File: config.mk
export PLATFORM = sky130hd
export DESIGN_NAME = hostbus_port
export DESIGN_NICKNAME = d
export VERILOG_FILES = /design/src/rtl/hbp_pkg.sv /design/src/rtl/hbp_sync.sv /design/src/rtl/hbp_decode.sv /design/src/rtl/hbp_regfile.sv /design/src/rtl/hostbus_port.sv
export SDC_FILE = /design/constraint.sdc
export NUM_CORES = 1
export LEC_CHECK = 0
export BUFFER_PORTS_ARGS = -buffer_cell sky130_fd_sc_hd__buf_4
export CORE_MARGIN = 3
export CORE_UTILIZATION = 32
export DETAILED_ROUTE_END_ITERATION = 16
export GPL_TIMING_DRIVEN = 0
export HOLD_SLACK_MARGIN = 0.03
export PLACE_DENSITY = 0.52
export SLEW_MARGIN = 20
export SYNTH_ARGS = -nofsm -noshare
export SYNTH_HDL_FRONTEND = slang
export SYNTH_SLANG_ARGS = --single-unit
File: constraint.sdc
create_clock -name clk -period 2.72 [get_ports clk]
set_input_delay 0.408 -clock clk [delete_from_list [all_inputs] [get_ports clk]]
set_output_delay 0.408 -clock clk [all_outputs]
set_load 0.1 [all_outputs]
File: src/rtl/hbp_pkg.sv
package hbp_pkg;

  typedef enum logic [1:0] {
    MODE_SPLIT   = 2'b00,
    MODE_SINGLE  = 2'b01,
    MODE_RSV_A   = 2'b10,
    MODE_RSV_B   = 2'b11
  } bus_mode_e;

  typedef struct packed {
    logic cs_n;
    logic rd_n;
    logic wr_n;
    logic ds_n;
    logic rw;
  } bus_ctl_t;

  localparam int CTL_W = $bits(bus_ctl_t);

  // Address window membership, done in 32-bit arithmetic
  function automatic logic in_window(input int a, input int base, input int n);
    return (a >= base) && (a < base + n);
  endfunction

endpackage

File: src/rtl/hbp_sync.sv
module hbp_sync #(
  parameter int                W       = 1,
  parameter int                STAGES  = 2,
  parameter logic [W-1:0]      RST_VAL = '0
) (
  input  logic         clk,
  input  logic         rst_n,
  input  logic [W-1:0] d,
  output logic [W-1:0] q
);

  for (genvar b = 0; b < W; b++) begin : g_bit
    logic [STAGES-1:0] chain;
    always_ff @(posedge clk or negedge rst_n) begin
      if (!rst_n) chain <= {STAGES{RST_VAL[b]}};
      else        chain <= {chain[STAGES-2:0], d[b]};
    end
    assign q[b] = chain[STAGES-1];
  end

endmodule

File: src/rtl/hbp_decode.sv
module hbp_decode
  import hbp_pkg::*;
#(
  parameter int ADDR_W = 10,
  parameter int DATA_W = 8
) (
  input  logic              clk,
  input  logic              rst_n,
  input  logic [1:0]        mode_s,
  input  bus_ctl_t          ctl_s,
  input  logic [ADDR_W-1:0] addr,
  input  logic [DATA_W-1:0] wdata,
  output logic              rd_act,
  output logic              rd_fire,
  output logic              wr_fire,
  output logic              req_rd,
  output logic              req_wr,
  output logic [ADDR_W-1:0] req_addr,
  output logic [DATA_W-1:0] req_wdata
);

  logic wr_act;
  logic any_act;
  logic act_q;
  logic cycle_start;
  bus_mode_e mode_e;

  assign mode_e = bus_mode_e'(mode_s);

  always_comb begin
    rd_act = 1'b0;
    wr_act = 1'b0;
    case (mode_e)
      MODE_SPLIT: begin
        rd_act = !ctl_s.cs_n && !ctl_s.rd_n;
        wr_act = !ctl_s.cs_n && !ctl_s.wr_n;
      end
      MODE_SINGLE: begin
        rd_act = !ctl_s.cs_n && !ctl_s.ds_n &&  ctl_s.rw;
        wr_act = !ctl_s.cs_n && !ctl_s.ds_n && !ctl_s.rw;
      end
      default: begin
        rd_act = 1'b0;
        wr_act = 1'b0;
      end
    endcase
  end

  assign any_act     = rd_act || wr_act;
  assign cycle_start = any_act && !act_q;
  assign rd_fire     = cycle_start && rd_act;
  assign wr_fire     = cycle_start && wr_act && !rd_act;

  always_ff @(posedge clk or negedge rst_n) begin
    if (!rst_n) begin
      act_q     <= 1'b0;
      req_rd    <= 1'b0;
      req_wr    <= 1'b0;
      req_addr  <= '0;
      req_wdata <= '0;
    end else begin
      act_q  <= any_act;
      req_rd <= rd_fire;
      req_wr <= wr_fire;
      if (cycle_start) begin
        req_addr  <= addr;
        req_wdata <= wdata;
      end
    end
  end

  assert_one_pulse_rd_R5: assert property (@(posedge clk) disable iff (!rst_n)
    req_rd |=> !req_rd);
  assert_one_pulse_wr_R5: assert property (@(posedge clk) disable iff (!rst_n)
    req_wr |=> !req_wr);
  assert_exclusive_R5: assert property (@(posedge clk) disable iff (!rst_n)
    !(req_rd && req_wr));
  assert_reserved_idle_R3: assert property (@(posedge clk) disable iff (!rst_n)
    mode_s[1] |=> !req_rd && !req_wr);
  assert_cs_gate_R4: assert property (@(posedge clk) disable iff (!rst_n)
    ctl_s.cs_n |=> !req_rd && !req_wr);
  assert_capture_R6: assert property (@(posedge clk) disable iff (!rst_n)
    wr_fire |=> req_addr == $past(addr) && req_wdata == $past(wdata));

endmodule

File: src/rtl/hbp_regfile.sv
module hbp_regfile
  import hbp_pkg::*;
#(
  parameter int                ADDR_W   = 10,
  parameter int                DATA_W   = 8,
  parameter int                NREGS    = 8,
  parameter logic [ADDR_W-1:0] REG_BASE = 10'h040
) (
  input  logic              clk,
  input  logic              rst_n,
  input  logic              wr_en,
  input  logic [ADDR_W-1:0] wr_addr,
  input  logic [DATA_W-1:0] wr_data,
  input  logic [ADDR_W-1:0] rd_addr,
  output logic [DATA_W-1:0] rd_data
);

  localparam int IDX_W = (NREGS > 1) ? $clog2(NREGS) : 1;

  logic [NREGS-1:0][DATA_W-1:0] regs;
  logic [ADDR_W-1:0] wdiff, rdiff;
  logic [IDX_W-1:0]  widx, ridx;
  logic              whit, rhit;

  assign wdiff = wr_addr - REG_BASE;
  assign rdiff = rd_addr - REG_BASE;
  assign widx  = wdiff[IDX_W-1:0];
  assign ridx  = rdiff[IDX_W-1:0];
  assign whit  = in_window(int'(wr_addr), int'(REG_BASE), NREGS);
  assign rhit  = in_window(int'(rd_addr), int'(REG_BASE), NREGS);

  always_ff @(posedge clk or negedge rst_n) begin
    if (!rst_n) begin
      regs <= '0;
    end else if (wr_en && whit) begin
      regs[widx] <= wr_data;
    end
  end

  assign rd_data = rhit ? regs[ridx] : '0;

  assert_unmapped_nowrite_R8: assert property (@(posedge clk) disable iff (!rst_n)
    (wr_en && !whit) |=> $stable(regs));
  assert_commit_R6: assert property (@(posedge clk) disable iff (!rst_n)
    (wr_en && whit) |=> regs[$past(widx)] == $past(wr_data));
  assert_idle_hold_R6: assert property (@(posedge clk) disable iff (!rst_n)
    !wr_en |=> $stable(regs));

endmodule

File: src/rtl/hostbus_port.sv
module hostbus_port
  import hbp_pkg::*;
#(
  parameter int                ADDR_W      = 10,
  parameter int                DATA_W      = 8,
  parameter int                SYNC_STAGES = 2,
  parameter int                NREGS       = 8,
  parameter logic [ADDR_W-1:0] REG_BASE    = 10'h040
) (
  input  logic              clk,
  input  logic              rst_n,
  input  logic [1:0]        mode,
  input  logic              cs_n,
  input  logic              rd_n,
  input  logic              wr_n,
  input  logic              ds_n,
  input  logic              rw,
  input  logic [ADDR_W-1:0] addr,
  input  logic [DATA_W-1:0] wdata,
  output logic [DATA_W-1:0] rdata,
  output logic              rdata_oe,
  output logic              req_rd,
  output logic              req_wr,
  output logic [ADDR_W-1:0] req_addr,
  output logic [DATA_W-1:0] req_wdata
);

  bus_ctl_t          ctl_raw, ctl_s;
  logic [CTL_W-1:0]  ctl_q;
  logic [1:0]        mode_s;
  logic              rd_act, rd_fire, wr_fire;
  logic [DATA_W-1:0] rf_rdata;

  assign ctl_raw = '{cs_n: cs_n, rd_n: rd_n, wr_n: wr_n, ds_n: ds_n, rw: rw};

  hbp_sync #(.W(CTL_W), .STAGES(SYNC_STAGES), .RST_VAL({CTL_W{1'b1}})) u_sync_ctl (
    .clk(clk), .rst_n(rst_n), .d(ctl_raw), .q(ctl_q)
  );
  assign ctl_s = bus_ctl_t'(ctl_q);

  hbp_sync #(.W(2), .STAGES(SYNC_STAGES), .RST_VAL(2'b00)) u_sync_mode (
    .clk(clk), .rst_n(rst_n), .d(mode), .q(mode_s)
  );

  hbp_decode #(.ADDR_W(ADDR_W), .DATA_W(DATA_W)) u_decode (
    .clk(clk), .rst_n(rst_n), .mode_s(mode_s), .ctl_s(ctl_s),
    .addr(addr), .wdata(wdata),
    .rd_act(rd_act), .rd_fire(rd_fire), .wr_fire(wr_fire),
    .req_rd(req_rd), .req_wr(req_wr),
    .req_addr(req_addr), .req_wdata(req_wdata)
  );

  hbp_regfile #(.ADDR_W(ADDR_W), .DATA_W(DATA_W), .NREGS(NREGS), .REG_BASE(REG_BASE)) u_regs (
    .clk(clk), .rst_n(rst_n),
    .wr_en(req_wr), .wr_addr(req_addr), .wr_data(req_wdata),
    .rd_addr(addr), .rd_data(rf_rdata)
  );

  always_ff @(posedge clk or negedge rst_n) begin
    if (!rst_n) begin
      rdata    <= '0;
      rdata_oe <= 1'b0;
    end else begin
      rdata_oe <= rd_act;
      if (rd_fire) rdata <= rf_rdata;
    end
  end

  assert_oe_gate_R7: assert property (@(posedge clk) disable iff (!rst_n)
    rdata_oe |-> $past(!ctl_s.cs_n) && !req_wr);
  assert_oe_reserved_R3: assert property (@(posedge clk) disable iff (!rst_n)
    $past(mode_s[1]) |-> !rdata_oe);
  assert_read_hold_R7: assert property (@(posedge clk) disable iff (!rst_n)
    (rdata_oe && $past(rdata_oe)) |-> $stable(rdata));

endmodule

; ---- Yosys cells after proc, flatten, opt, wreduce, memory -nomap -nowiden
; Cells that the tools add are included.
[word_totals]
output_inout_bits = 29
regBits = 108
wordCells = 62
[op_classes]
add_sub_neg = 2
magnitude_cmp = 7
reduce_logical = 22
muxes = 8
eq_ne = 1
[ops]
columns = operator, count
row1 = $bwmux 64, 1
row2 = $bmux 8 s3, 1
row3 = $demux 8 s3, 1
row4 = $mux 8, 3
row5 = $ge 10x7->1 const B, 2
row6 = $lt 10x7->1 const B, 2
row7 = $logic_and 1x1->1, 13
row8 = $lt 3x4->1 const B, 2
row9 = $logic_not 1->1, 7
row10 = $sub 3x1->3 const B, 2
row11 = $pmux 1 s2, 2
row12 = $ge 3x1->1 const B, 1
row13 = $eq 2x1->1 const B, 1
row14 = $logic_not 2->1, 1
row15 = $logic_or 1x1->1, 1

; ---- Longest topological paths before layout
; Gate-level depths: netlist (run 1).
[depth]
depth_word = 8
depth_mapped = 5
mapped_depth_nobuf = 3

; ---- Hierarchy
; From an unflattened synthesis (run 1), not the netlist that was laid out.
[unflattened]
hier_cells = 297
hier_area_um2 = 4692.0
[modules_own_cells]
columns = mod, instances, cells_each, area_per_inst_um2
row1 = hbp_regfile, 1, 205, 3047.9
row2 = hbp_decode, 1, 53, 872.1
row3 = hostbus_port, 1, 18, 356.6
row4 = hbp_sync (u_sync_ctl), 1, 15, 300.3
row5 = hbp_sync (u_sync_mode), 1, 6, 115.1

; ---- Worst setup path after synthesis (run 1)
; OpenSTA, ideal clock, no wires.
[synth_timing]
path_type = register to register
start = reg u_decode.req_wr
end = reg u_regs.regs[0] (netlist bit)
setup_ns = 0.126
arrival_time_ns = 2.415
path_stages_with_launch = 5
slack_ns = 0.178
cell_sequence = dfrtp_1 -> or4b_1 -> buf_2 -> nor4b_4 -> mux2_2
[synth_via]
elab_chain_len = 1
[synth_lines]
columns = item, line_no
row1 = "start, declared", hbp_decode.sv:17  ; output logic req_wr,
row2 = "start signal, assigned", hbp_decode.sv:64  ; req_wr <= wr_fire;
row3 = $logic_and 1x1->1, hbp_regfile.sv:35  ; end else if (wr_en && whit) begin
row4 = "end signal, assigned by index", hbp_regfile.sv:36  ; regs[widx] <= wr_data;
row5 = "end, declared", hbp_regfile.sv:20  ; logic [NREGS-1:0][DATA_W-1:0] regs;
; No other way between the ends.
; A chain may end at the register's enable or synchronous reset.

; ---- Worst setup path after layout (run 1)
[layout_timing]
start = reg u_decode.req_addr[8]
end = reg u_regs.regs[4] (netlist bit)
[layout_via]
elab_chain_len = 3
[layout_lines]
columns = item, line_no
row1 = "start, declared", hbp_decode.sv:18  ; output logic [ADDR_W-1:0] req_addr,
row2 = "start signal, assigned", hbp_decode.sv:66  ; req_addr <= addr;
row3 = $ge 10x7->1 or $lt 10x7->1 (tied branches), hbp_pkg.sv:22  ; return (a >= base) && (a < base + n);
row4 = $logic_and 1x1->1 (*), hbp_pkg.sv:22
row5 = $logic_and 1x1->1 (*), hbp_regfile.sv:35
; Every way passes the cells marked *; elsewhere a longest branch is shown, timed or not.

==> metrics.txt, run 1 <==
# TYPE chip_impl_metric gauge
chip_impl_info{name="status",value="finished, final reports clean"} 1
chip_impl_metric{name="vias_per_cell",unit=""} 4.85
chip_impl_metric{name="floorplan_row_count",unit=""} 42
chip_impl_metric{name="seqCellArea",unit="sq mm"} 0.00272
chip_impl_metric{name="reg2reg_slack",unit="ns"} 0.26
chip_impl_metric{name="yosysWarningCount",unit=""} 0
chip_impl_info{name="cts_tree",value="done"} 1
chip_impl_metric{name="pin_count",unit=""} 56
chip_impl_metric{name="cts_max_level",unit=""} 3
chip_impl_metric{name="final_period_minus_worst_setup_slack",unit="ns"} 2.46
chip_impl_metric{name="grt_max_degree",unit=""} 109
chip_impl_metric{name="cellLeakagePower",unit="nW"} 2.64
chip_impl_metric{name="timing_worst_slew_pin_value",unit="ns"} 0.987
chip_impl_metric{name="area_growth_synth_to_finish",unit="%"} 21.1
chip_impl_metric{name="post_route_cells_drive_above_1_share",unit="%"} 59.1
chip_impl_metric{name="fin_cells",unit=""} 511
chip_impl_metric{name="timing.final.ws_setup",unit="ns"} 0.255
chip_impl_metric{name="antenna_found_initial",unit=""} 0
chip_impl_metric{name="syn-mean-instance-area",unit="sq um"} 17.1
chip_impl_info{name="critPathCaptureType",value="flop"} 1
chip_impl_info{name="criticalPathCategory",value="flop to flop"} 1
chip_impl_info{name="hold_end",value="u_sync_ctl.g_bit[4].chain[0]$_DFF_PN1_"} 1
chip_impl_info{name="layout.cells.most_common_list",value="98 x sky130_fd_sc_hd__dfrtp_1, 87 x sky130_fd_sc_hd__mux2_2, 51 x sky130_fd_sc_hd__buf_4"} 1
chip_impl_metric{name="fin_skew",unit="ns"} 0.0116
chip_impl_metric{name="placed_cells_incl_taps",unit=""} 493
chip_impl_metric{name="clk-insertion-delay-late",unit="ns"} 0.36
chip_impl_metric{name="synth_seq_cells",unit=""} 108
chip_impl_metric{name="power_per_cell_area",unit="mW/mm^2"} 714
chip_impl_metric{name="wire_length_of_the_first_global_routing_pass",unit="mm"} 15.6
chip_impl_metric{name="cp_num_buf_inv",unit=""} 1
chip_impl_metric{name="part_of_the_cycle_the_worst_path_needs",unit="%"} 90.6
chip_impl_metric{name="cts.sink_count",unit=""} 108
chip_impl_metric{name="hold-worst-slack",unit="ns"} 0.159
chip_impl_metric{name="die_w",unit="um"} 125
chip_impl_metric{name="dpl.hpwl",unit="mm"} 6.11
chip_impl_metric{name="worst-endpoint-required",unit="ns"} 2.96
chip_impl_metric{name="clk_pin_slew",unit="ns"} 0.07
chip_impl_info{name="regToRegStartpoint",value="u_decode.req_addr[8]$_DFFE_PN0P_"} 1
chip_impl_metric{name="post-route-drc-count",unit=""} 0
chip_impl_metric{name="fin_nets",unit=""} 357
chip_impl_metric{name="cts_resized",unit=""} 0
chip_impl_metric{name="core-area",unit="sq mm"} 0.0135
chip_impl_metric{name="worstRegToRegCells",unit=""} 4
chip_impl_metric{name="worst_slew_margin_rel",unit="%"} 33.3
chip_impl_metric{name="hold-path-cell-count",unit=""} 1
chip_impl_metric{name="setup-tns-final",unit="ns"} 0
chip_impl_info{name="timing.critical_path.from_type",value="flop"} 1
chip_impl_metric{name="fillers",unit=""} 1260
chip_impl_metric{name="floorplan.die.height",unit="um"} 125
chip_impl_metric{name="final_antenna_net_count",unit=""} 0
chip_impl_metric{name="detailedRoute.firstPassIterationCount",unit=""} 4
chip_impl_metric{name="combinational_power_share",unit="%"} 20.7
chip_impl_info{name="layout.cells.most_common",value="sky130_fd_sc_hd__dfrtp_1"} 1
chip_impl_metric{name="via_count",unit=""} 2477
chip_impl_metric{name="critical_path_depth",unit=""} 4
chip_impl_metric{name="grt_pass1_vias",unit=""} 2685
chip_impl_metric{name="initial_utilization",unit="%"} 33.5
chip_impl_metric{name="synth_cell_type_count",unit=""} 26
chip_impl_metric{name="grt-ovfl-total",unit=""} 0
chip_impl_metric{name="area_occupied_by_multi_input_gates",unit="sq mm"} 0.00177
chip_impl_metric{name="report.final.slew_viol_count",unit=""} 0
chip_impl_metric{name="timing_hold_violations_final",unit=""} 0
chip_impl_metric{name="worst-endpoint-arrival",unit="ns"} 2.70
chip_impl_metric{name="wl_per_cell",unit="um"} 19.1
chip_impl_metric{name="proportion_of_total_power_due_to_net_switching",unit="%"} 33.7
chip_impl_info{name="cpMaxStageDelayCell",value="sky130_fd_sc_hd__nor4b_4"} 1
chip_impl_metric{name="wirelength",unit="mm"} 9.75
chip_impl_info{name="worstHoldPathType",value="input port to flop"} 1
chip_impl_info{name="setup_repair_after_global_routing_missed_its_margin",value="false"} 1
chip_impl_metric{name="numCtsBuffers",unit=""} 9
chip_impl_info{name="cts.root.buffer_cell",value="sky130_fd_sc_hd__clkbuf_16"} 1
chip_impl_metric{name="num_antenna_cells",unit=""} 0
chip_impl_metric{name="netlist_area",unit="sq mm"} 0.00452
chip_impl_metric{name="gp_congestion",unit=""} 0.729
chip_impl_metric{name="finalSetupViolations",unit=""} 0
chip_impl_metric{name="total_of_max_cap_violations",unit=""} 0
chip_impl_metric{name="pwr-share-seq",unit="%"} 46.2
chip_impl_metric{name="vdd_drop_max",unit="mV"} 0.373
chip_impl_metric{name="critical-path-max-stage-delay",unit="ns"} 0.79
chip_impl_metric{name="die_area",unit="sq mm"} 0.0156
chip_impl_metric{name="dr.first_iter.drc_count",unit=""} 117
chip_impl_info{name="worst_path_dominant_cell_family",value="simple AND/OR/NAND/NOR gates"} 1
chip_impl_metric{name="total_switching_power",unit="mW"} 1.32
chip_impl_metric{name="globalRouteTotalUtil",unit="%"} 13.1
chip_impl_metric{name="placement.io_buffers",unit=""} 52
chip_impl_metric{name="place_ws",unit="ns"} 0.111
chip_impl_metric{name="synth-seq-area-share",unit="%"} 60.0
chip_impl_metric{name="power.clock.fraction",unit="%"} 33.1
chip_impl_metric{name="worst-path-max-fanout",unit=""} 8
chip_impl_metric{name="p_int",unit="mW"} 2.59
chip_impl_info{name="hold_path_startpoint",value="cs_n"} 1
chip_impl_metric{name="highest_clock_frequency_the_design_can_meet",unit="MHz"} 406
chip_impl_info{name="worstReg2RegEnd",value="u_regs.regs[4]$_DFFE_PN0P_"} 1
chip_impl_metric{name="synthCells",unit=""} 265
chip_impl_metric{name="cts_max_path_buffers",unit=""} 2
chip_impl_metric{name="syn_nets",unit=""} 292
chip_impl_info{name="cp_cell_sequence",value="or4b_1 > buf_2 > nor4b_4 > mux2_2"} 1
[cell type report]
cell class,count,area share [%]
well taps,176,4.02
inverters,1,0.0685
flip-flops and latches,108,49.6
clock inverters,4,0.525
clock buffers,12,4.89
repair buffers,54,7.88
plain buffers,9,0.754
multi-input cells,147,32.3
[worst max-delay path by stage]
stage / from / to
after global placement: u_decode.req_addr[8]$_DFFE_PN0P_ / u_regs.regs[16]$_DFFE_PN0P_
after CTS: u_decode.req_addr[8]$_DFFE_PN0P_ / u_regs.regs[27]$_DFFE_PN0P_
after detailed placement: u_decode.req_addr[8]$_DFFE_PN0P_ / u_regs.regs[27]$_DFFE_PN0P_
after global routing: u_sync_mode.g_bit[0].chain[1]$_DFF_PN0_ / u_decode.req_addr[3]$_DFFE_PN0P_
after floorplan: u_decode.req_wr$_DFF_PN0_ / u_regs.regs[0]$_DFFE_PN0P_
final: u_decode.req_addr[8]$_DFFE_PN0P_ / u_regs.regs[4]$_DFFE_PN0P_
[per-stage QoR]
stage,util (%),area [sq um],power [mW]
finish,40.6,5480,3.91
global route,40.6,5480,4.07
CTS,40.2,5430,3.96
detailed placement,38.0,5140,2.65
global placement,38.0,5130,2.64
floorplan,-,4520,2.41
[routing by layer]
layer  GRT usage [%]  up-vias  share of wire, %
met5               0        -                 0
met4            3.83        0               1.1
met3            3.82        9               3.0
met2            20.0       34                47
met1            18.3     1306                49
li1                -     1128                 -
[synth_stat cells]
cell	count	area [sq um]
sky130_fd_sc_hd__or4b_1	2	20.0
sky130_fd_sc_hd__nor3_1	2	10.0
sky130_fd_sc_hd__nor3_2	1	10.0
sky130_fd_sc_hd__nor4b_4	4	95.1
sky130_fd_sc_hd__nand4_2	4	50.1
sky130_fd_sc_hd__clkbuf_1	3	11.3
sky130_fd_sc_hd__a211o_1	1	8.76
sky130_fd_sc_hd__o2111a_1	1	11.3
sky130_fd_sc_hd__mux4_2	16	360
sky130_fd_sc_hd__inv_1	1	3.75
sky130_fd_sc_hd__nor2b_1	2	12.5
sky130_fd_sc_hd__o21a_1	1	7.51
sky130_fd_sc_hd__mux2_1	3	33.8
sky130_fd_sc_hd__and2_1	1	6.26
sky130_fd_sc_hd__o21ai_1	1	5.00
sky130_fd_sc_hd__and3b_1	2	17.5
sky130_fd_sc_hd__or3b_2	1	8.76
sky130_fd_sc_hd__dfrtp_1	98	2450
sky130_fd_sc_hd__dfstp_2	10	263
sky130_fd_sc_hd__a21boi_0	1	7.51
sky130_fd_sc_hd__mux2_2	87	980
sky130_fd_sc_hd__nand2_1	1	3.75
sky130_fd_sc_hd__a22o_1	8	70.1
sky130_fd_sc_hd__buf_2	6	30.0
sky130_fd_sc_hd__nor4b_1	3	26.3
sky130_fd_sc_hd__nor2_1	5	18.8
[power groups by stage]
stage	Sequential (mW)	Clock, mW	Combinational [mW]
detailed placement	1.84	0	0.813
global placement	1.83	0	0.807
global route	1.83	1.40	0.842
finish	1.81	1.30	0.809
CTS	1.81	1.34	0.813
floorplan	2.25	0	0.157
[state kept, by name, indices dropped and copies added (netlist names)]
name                     cells
u_sync_mode.g_bit.chain      4
u_sync_ctl.g_bit.chain      10
u_decode.act_q               1
rdata                        8
u_decode.req_addr           10
rdata_oe                     1
u_decode.req_wr              1
u_decode.req_wdata           8
u_decode.req_rd              1
u_regs.regs                 64
[kinds of logic after synthesis]
family,after synthesis,share of synthesized area (%)
flops,108,60.0
mux,106,30.4
simple gates,28,6.17
compound gates,13,2.43
buf+inv,10,0.996
[timing repair]
item                                   in CTS  in global routing
setup endpoints to repair                   0                  0
setup buffers                               0                  0
hold buffers                                0                  1
endpoints found under the hold margin       0                 18
Note: power is estimated with default switching activity, not from simulation.
==> inputs of run 2 (changes only) <==
Settings changed: SYNTH_HIERARCHICAL set to 1.
==> run 2 against run 1 <==
  * Synthesized area up 3.7%
  * Worst setup slack better by 0.079 ns
  * Clock power about the same
  * Die area up 3.6%
  * Largest cell class unchanged
  * Via count up 9.5%
  * Wire length up 6.2%
  * Critical endpoint is now u_regs/regs[52]$_DFFE_PN0P_
  * Critical path type unchanged
==> metrics.txt, run 2 <==
# TYPE chip_impl_metric gauge
chip_impl_metric{name="worst-endpoint-arrival",unit="ns"} 2.62
chip_impl_metric{name="floorplan.die.height",unit="um"} 127
chip_impl_metric{name="core-area",unit="sq mm"} 0.0141
chip_impl_metric{name="fin_nets",unit=""} 390
chip_impl_metric{name="antenna_found_initial",unit=""} 0
chip_impl_metric{name="total_of_max_cap_violations",unit=""} 0
chip_impl_metric{name="worst-endpoint-required",unit="ns"} 2.96
chip_impl_metric{name="cts_resized",unit=""} 0
chip_impl_info{name="setup_repair_after_global_routing_missed_its_margin",value="false"} 1
chip_impl_metric{name="syn-mean-instance-area",unit="sq um"} 15.8
chip_impl_info{name="cpMaxStageDelayCell",value="sky130_fd_sc_hd__nor4_4"} 1
chip_impl_metric{name="hold-worst-slack",unit="ns"} 0.127
chip_impl_metric{name="final_antenna_net_count",unit=""} 0
chip_impl_info{name="max_flop_register",value="u_regs/regs"} 1
chip_impl_metric{name="vdd_drop_max",unit="mV"} 0.392
chip_impl_metric{name="post_route_cells_drive_above_1_share",unit="%"} 57.6
chip_impl_metric{name="num_antenna_cells",unit=""} 0
chip_impl_metric{name="grt-ovfl-total",unit=""} 0
chip_impl_metric{name="pin_count",unit=""} 56
chip_impl_metric{name="detailedRoute.firstPassIterationCount",unit=""} 4
chip_impl_metric{name="total_power",unit="mW"} 3.93
chip_impl_info{name="timing.critical_path.from_type",value="flop"} 1
chip_impl_metric{name="reg2reg_slack",unit="ns"} 0.33
chip_impl_info{name="yosys.cell_count.top_type",value="sky130_fd_sc_hd__dfrtp_1"} 1
chip_impl_info{name="biggestRegsByFlops",value="u_regs/regs (64), u_decode/req_addr (10), u_sync_ctl/g_bit.chain (10)"} 1
chip_impl_metric{name="floorplan_row_count",unit=""} 43
chip_impl_metric{name="syn_nets",unit=""} 324
chip_impl_info{name="routed.top_layer",value="met4"} 1
chip_impl_metric{name="seqCellArea",unit="sq mm"} 0.00272
chip_impl_metric{name="fin_cells",unit=""} 548
chip_impl_metric{name="postLayoutCoreUtil",unit="%"} 39.9
chip_impl_metric{name="netlist_area",unit="sq mm"} 0.00469
chip_impl_metric{name="final_period_minus_worst_setup_slack",unit="ns"} 2.39
chip_impl_info{name="synth_flop_cell",value="sky130_fd_sc_hd__dfrtp_1"} 1
chip_impl_metric{name="worst-path-max-fanout",unit=""} 8
chip_impl_metric{name="clk-insertion-delay-late",unit="ns"} 0.36
chip_impl_metric{name="design_area",unit="sq mm"} 0.00562
chip_impl_metric{name="die_area",unit="sq mm"} 0.0162
chip_impl_metric{name="dr.first_iter.drc_count",unit=""} 171
chip_impl_metric{name="wirelength",unit="mm"} 10.4
chip_impl_info{name="synth_area_leader_cell",value="sky130_fd_sc_hd__dfrtp_1"} 1
chip_impl_metric{name="dpl.hpwl",unit="mm"} 6.60
chip_impl_info{name="worstReg2RegEnd",value="u_regs/regs[52]$_DFFE_PN0P_"} 1
chip_impl_metric{name="place_ws",unit="ns"} 0.0966
chip_impl_metric{name="grt_pass1_vias",unit=""} 2870
chip_impl_metric{name="cts.sink_count",unit=""} 108
chip_impl_metric{name="detail_route.wirelength.met1",unit="mm"} 4.70
chip_impl_metric{name="power_per_cell_area",unit="mW/mm^2"} 699
chip_impl_metric{name="timing_worst_slew_pin_value",unit="ns"} 0.898
chip_impl_info{name="layout.cells.most_common",value="sky130_fd_sc_hd__dfrtp_1"} 1
chip_impl_metric{name="worst_slew_margin_rel",unit="%"} 40.1
chip_impl_metric{name="synth_cell_type_count",unit=""} 36
chip_impl_metric{name="detailed_place.area",unit="sq mm"} 0.00533
chip_impl_info{name="critPathCaptureType",value="flop"} 1
chip_impl_metric{name="placement.io_buffers",unit=""} 55
chip_impl_metric{name="post-route-drc-count",unit=""} 0
chip_impl_metric{name="fin_skew",unit="ns"} 0.00946
chip_impl_metric{name="cts_max_path_buffers",unit=""} 2
chip_impl_info{name="layout.cells.most_common_list",value="98 x sky130_fd_sc_hd__dfrtp_1, 86 x sky130_fd_sc_hd__mux2_2, 61 x sky130_fd_sc_hd__buf_4"} 1
chip_impl_metric{name="edff_count_synth",unit=""} 0
chip_impl_metric{name="area_occupied_by_multi_input_gates",unit="sq mm"} 0.00186
chip_impl_metric{name="numCtsBuffers",unit=""} 9
chip_impl_metric{name="placed_cells_incl_taps",unit=""} 532
chip_impl_metric{name="area_growth_synth_to_finish",unit="%"} 19.8
chip_impl_metric{name="setup-tns-final",unit="ns"} 0
chip_impl_info{name="status",value="finished, final reports clean"} 1
chip_impl_metric{name="globalRouteTotalUtil",unit="%"} 13.4
chip_impl_metric{name="cts_max_level",unit=""} 3
chip_impl_metric{name="grt_max_degree",unit=""} 109
chip_impl_metric{name="via_count",unit=""} 2712
chip_impl_metric{name="gp_congestion",unit=""} 0.754
chip_impl_metric{name="worstRegToRegCells",unit=""} 3
chip_impl_metric{name="wire_length_of_the_first_global_routing_pass",unit="mm"} 16.3
chip_impl_metric{name="clk_pin_slew",unit="ns"} 0.07
chip_impl_info{name="cp_cell_sequence",value="or4b_4 > nor4_4 > mux2_2"} 1
chip_impl_info{name="cp-startpoint",value="u_decode/req_addr[4]$_DFFE_PN0P_"} 1
chip_impl_metric{name="synth_top_area_share",unit="%"} 52.3
chip_impl_info{name="endpoint",value="u_regs/regs[52]$_DFFE_PN0P_"} 1
chip_impl_metric{name="timing_hold_violations_final",unit=""} 0
chip_impl_metric{name="ys_async_sr_fraction",unit="%"} 100
chip_impl_info{name="synth_top_cells_by_count",value="98 x sky130_fd_sc_hd__dfrtp_1, 86 x sky130_fd_sc_hd__mux2_2, 18 x sky130_fd_sc_hd__mux2_4"} 1
chip_impl_metric{name="cellLeakagePower",unit="nW"} 2.68
chip_impl_info{name="synth_area_leaders",value="sky130_fd_sc_hd__dfrtp_1 52%, sky130_fd_sc_hd__mux2_2 21%, sky130_fd_sc_hd__mux2_4 5.8%, sky130_fd_sc_hd__dfstp_2 5.6%, sky130_fd_sc_hd__mux4_2 3.8%"} 1
chip_impl_metric{name="die_w",unit="um"} 127
chip_impl_metric{name="wl_met2",unit="mm"} 4.97
chip_impl_metric{name="wl_met3",unit="um"} 566
chip_impl_metric{name="timing.final.ws_setup",unit="ns"} 0.334
chip_impl_metric{name="initial_utilization",unit="%"} 33.3
chip_impl_metric{name="vias_per_cell",unit=""} 4.95
chip_impl_metric{name="wl_per_cell",unit="um"} 18.9
chip_impl_metric{name="synth_seq_cells",unit=""} 108
chip_impl_metric{name="part_of_the_cycle_the_worst_path_needs",unit="%"} 87.7
chip_impl_info{name="worstHoldPathType",value="input port to asynchronous set/reset pin"} 1
chip_impl_metric{name="critical-path-max-stage-delay",unit="ns"} 0.79
chip_impl_metric{name="yosysWarningCount",unit=""} 6
chip_impl_metric{name="synth-seq-area-share",unit="%"} 57.9
chip_impl_info{name="cts_tree",value="done"} 1
chip_impl_info{name="regToRegStartpoint",value="u_decode/req_addr[4]$_DFFE_PN0P_"} 1
chip_impl_metric{name="largest_register_ff_count",unit=""} 64
chip_impl_metric{name="finalSetupViolations",unit=""} 0
chip_impl_metric{name="fillers",unit=""} 1331
chip_impl_metric{name="cts.hold.buffers_added",unit=""} 0
chip_impl_metric{name="synthCells",unit=""} 297
chip_impl_metric{name="highest_clock_frequency_the_design_can_meet",unit="MHz"} 419
chip_impl_info{name="cts.root.buffer_cell",value="sky130_fd_sc_hd__clkbuf_16"} 1
chip_impl_info{name="criticalPathCategory",value="flop to flop"} 1
chip_impl_metric{name="cts_setup_buffers",unit=""} 0
chip_impl_metric{name="report.final.slew_viol_count",unit=""} 0
-- run 2: cell types whose count changed after synthesis, moves of 3 or more --
cell,previous run,this run
sky130_fd_sc_hd__mux2_4,0,18
sky130_fd_sc_hd__a22o_1,8,0
sky130_fd_sc_hd__mux4_2,16,8
sky130_fd_sc_hd__buf_4,0,7
sky130_fd_sc_hd__nor3_1,2,9
sky130_fd_sc_hd__o22ai_1,0,7
sky130_fd_sc_hd__nor2_1,5,11
sky130_fd_sc_hd__buf_2,6,1
sky130_fd_sc_hd__nand4_2,4,0
sky130_fd_sc_hd__nand4_1,0,3
-- run 2: report_power, final --
part           switching, mW  leakage, nW  internal [mW]  total, mW
clock network          0.609        0.145          0.656       1.27
logic                  0.622         1.11          0.227      0.849
registers              0.126         1.42           1.69       1.81
total                   1.36         2.68           2.57       3.93
-- run 2: worst min-delay path by stage --
stage,from,end,cells past startpoint
2_1_floorplan,rst_n,rdata[0]$_DFFE_PN0P_,0
3_3_place_gp,u_sync_mode/g_bit[0].chain[0]$_DFF_PN0_,u_sync_mode/g_bit[0].chain[1]$_DFF_PN0_,0
3_5_place_dp,u_sync_mode/g_bit[1].chain[0]$_DFF_PN0_,u_sync_mode/g_bit[1].chain[1]$_DFF_PN0_,0
4_1_cts,cs_n,u_sync_ctl/g_bit[4].chain[0]$_DFF_PN1_,1
5_1_grt,cs_n,u_sync_ctl/g_bit[4].chain[0]$_DFF_PN1_,1
6_report,rst_n,rdata[1]$_DFFE_PN0P_,1
-- run 2: per-layer routing --
metal / vias up / GRT usage [%]
met5: - / 0
met4: 0 / 3.60
met3: 10 / 4.64
met2: 69 / 21.5
met1: 1401 / 17.5
li1: 1232 / -
-- run 2: cell type report --
class | instances | area share [%]
clock inverters | 6 | 0.824
repair buffers | 55 | 7.46
multi-input cells | 172 | 33.1
flip-flops and latches | 108 | 48.3
inverters | 2 | 0.134
clock buffers | 10 | 4.25
plain buffers | 15 | 1.91
well taps | 180 | 4.01
-- run 2: cell families (layout without fill, tap and decap cells) --
family,after synthesis,count (layout),share of synthesized area [%]
AOI/OAI and AO/OA,12,12,1.73
buffers and inverters,17,88,2.45
DFF,108,108,57.9
muxes,113,113,30.5
and+or+nand+nor,47,47,7.47
-- run 2: worst max-delay path, delay by kind of cell, from the launching register on --
family / cells / cell delay, ns
mux: 1 / 0.42
flops: 1 / 0.43
simple gates: 2 / 1.40
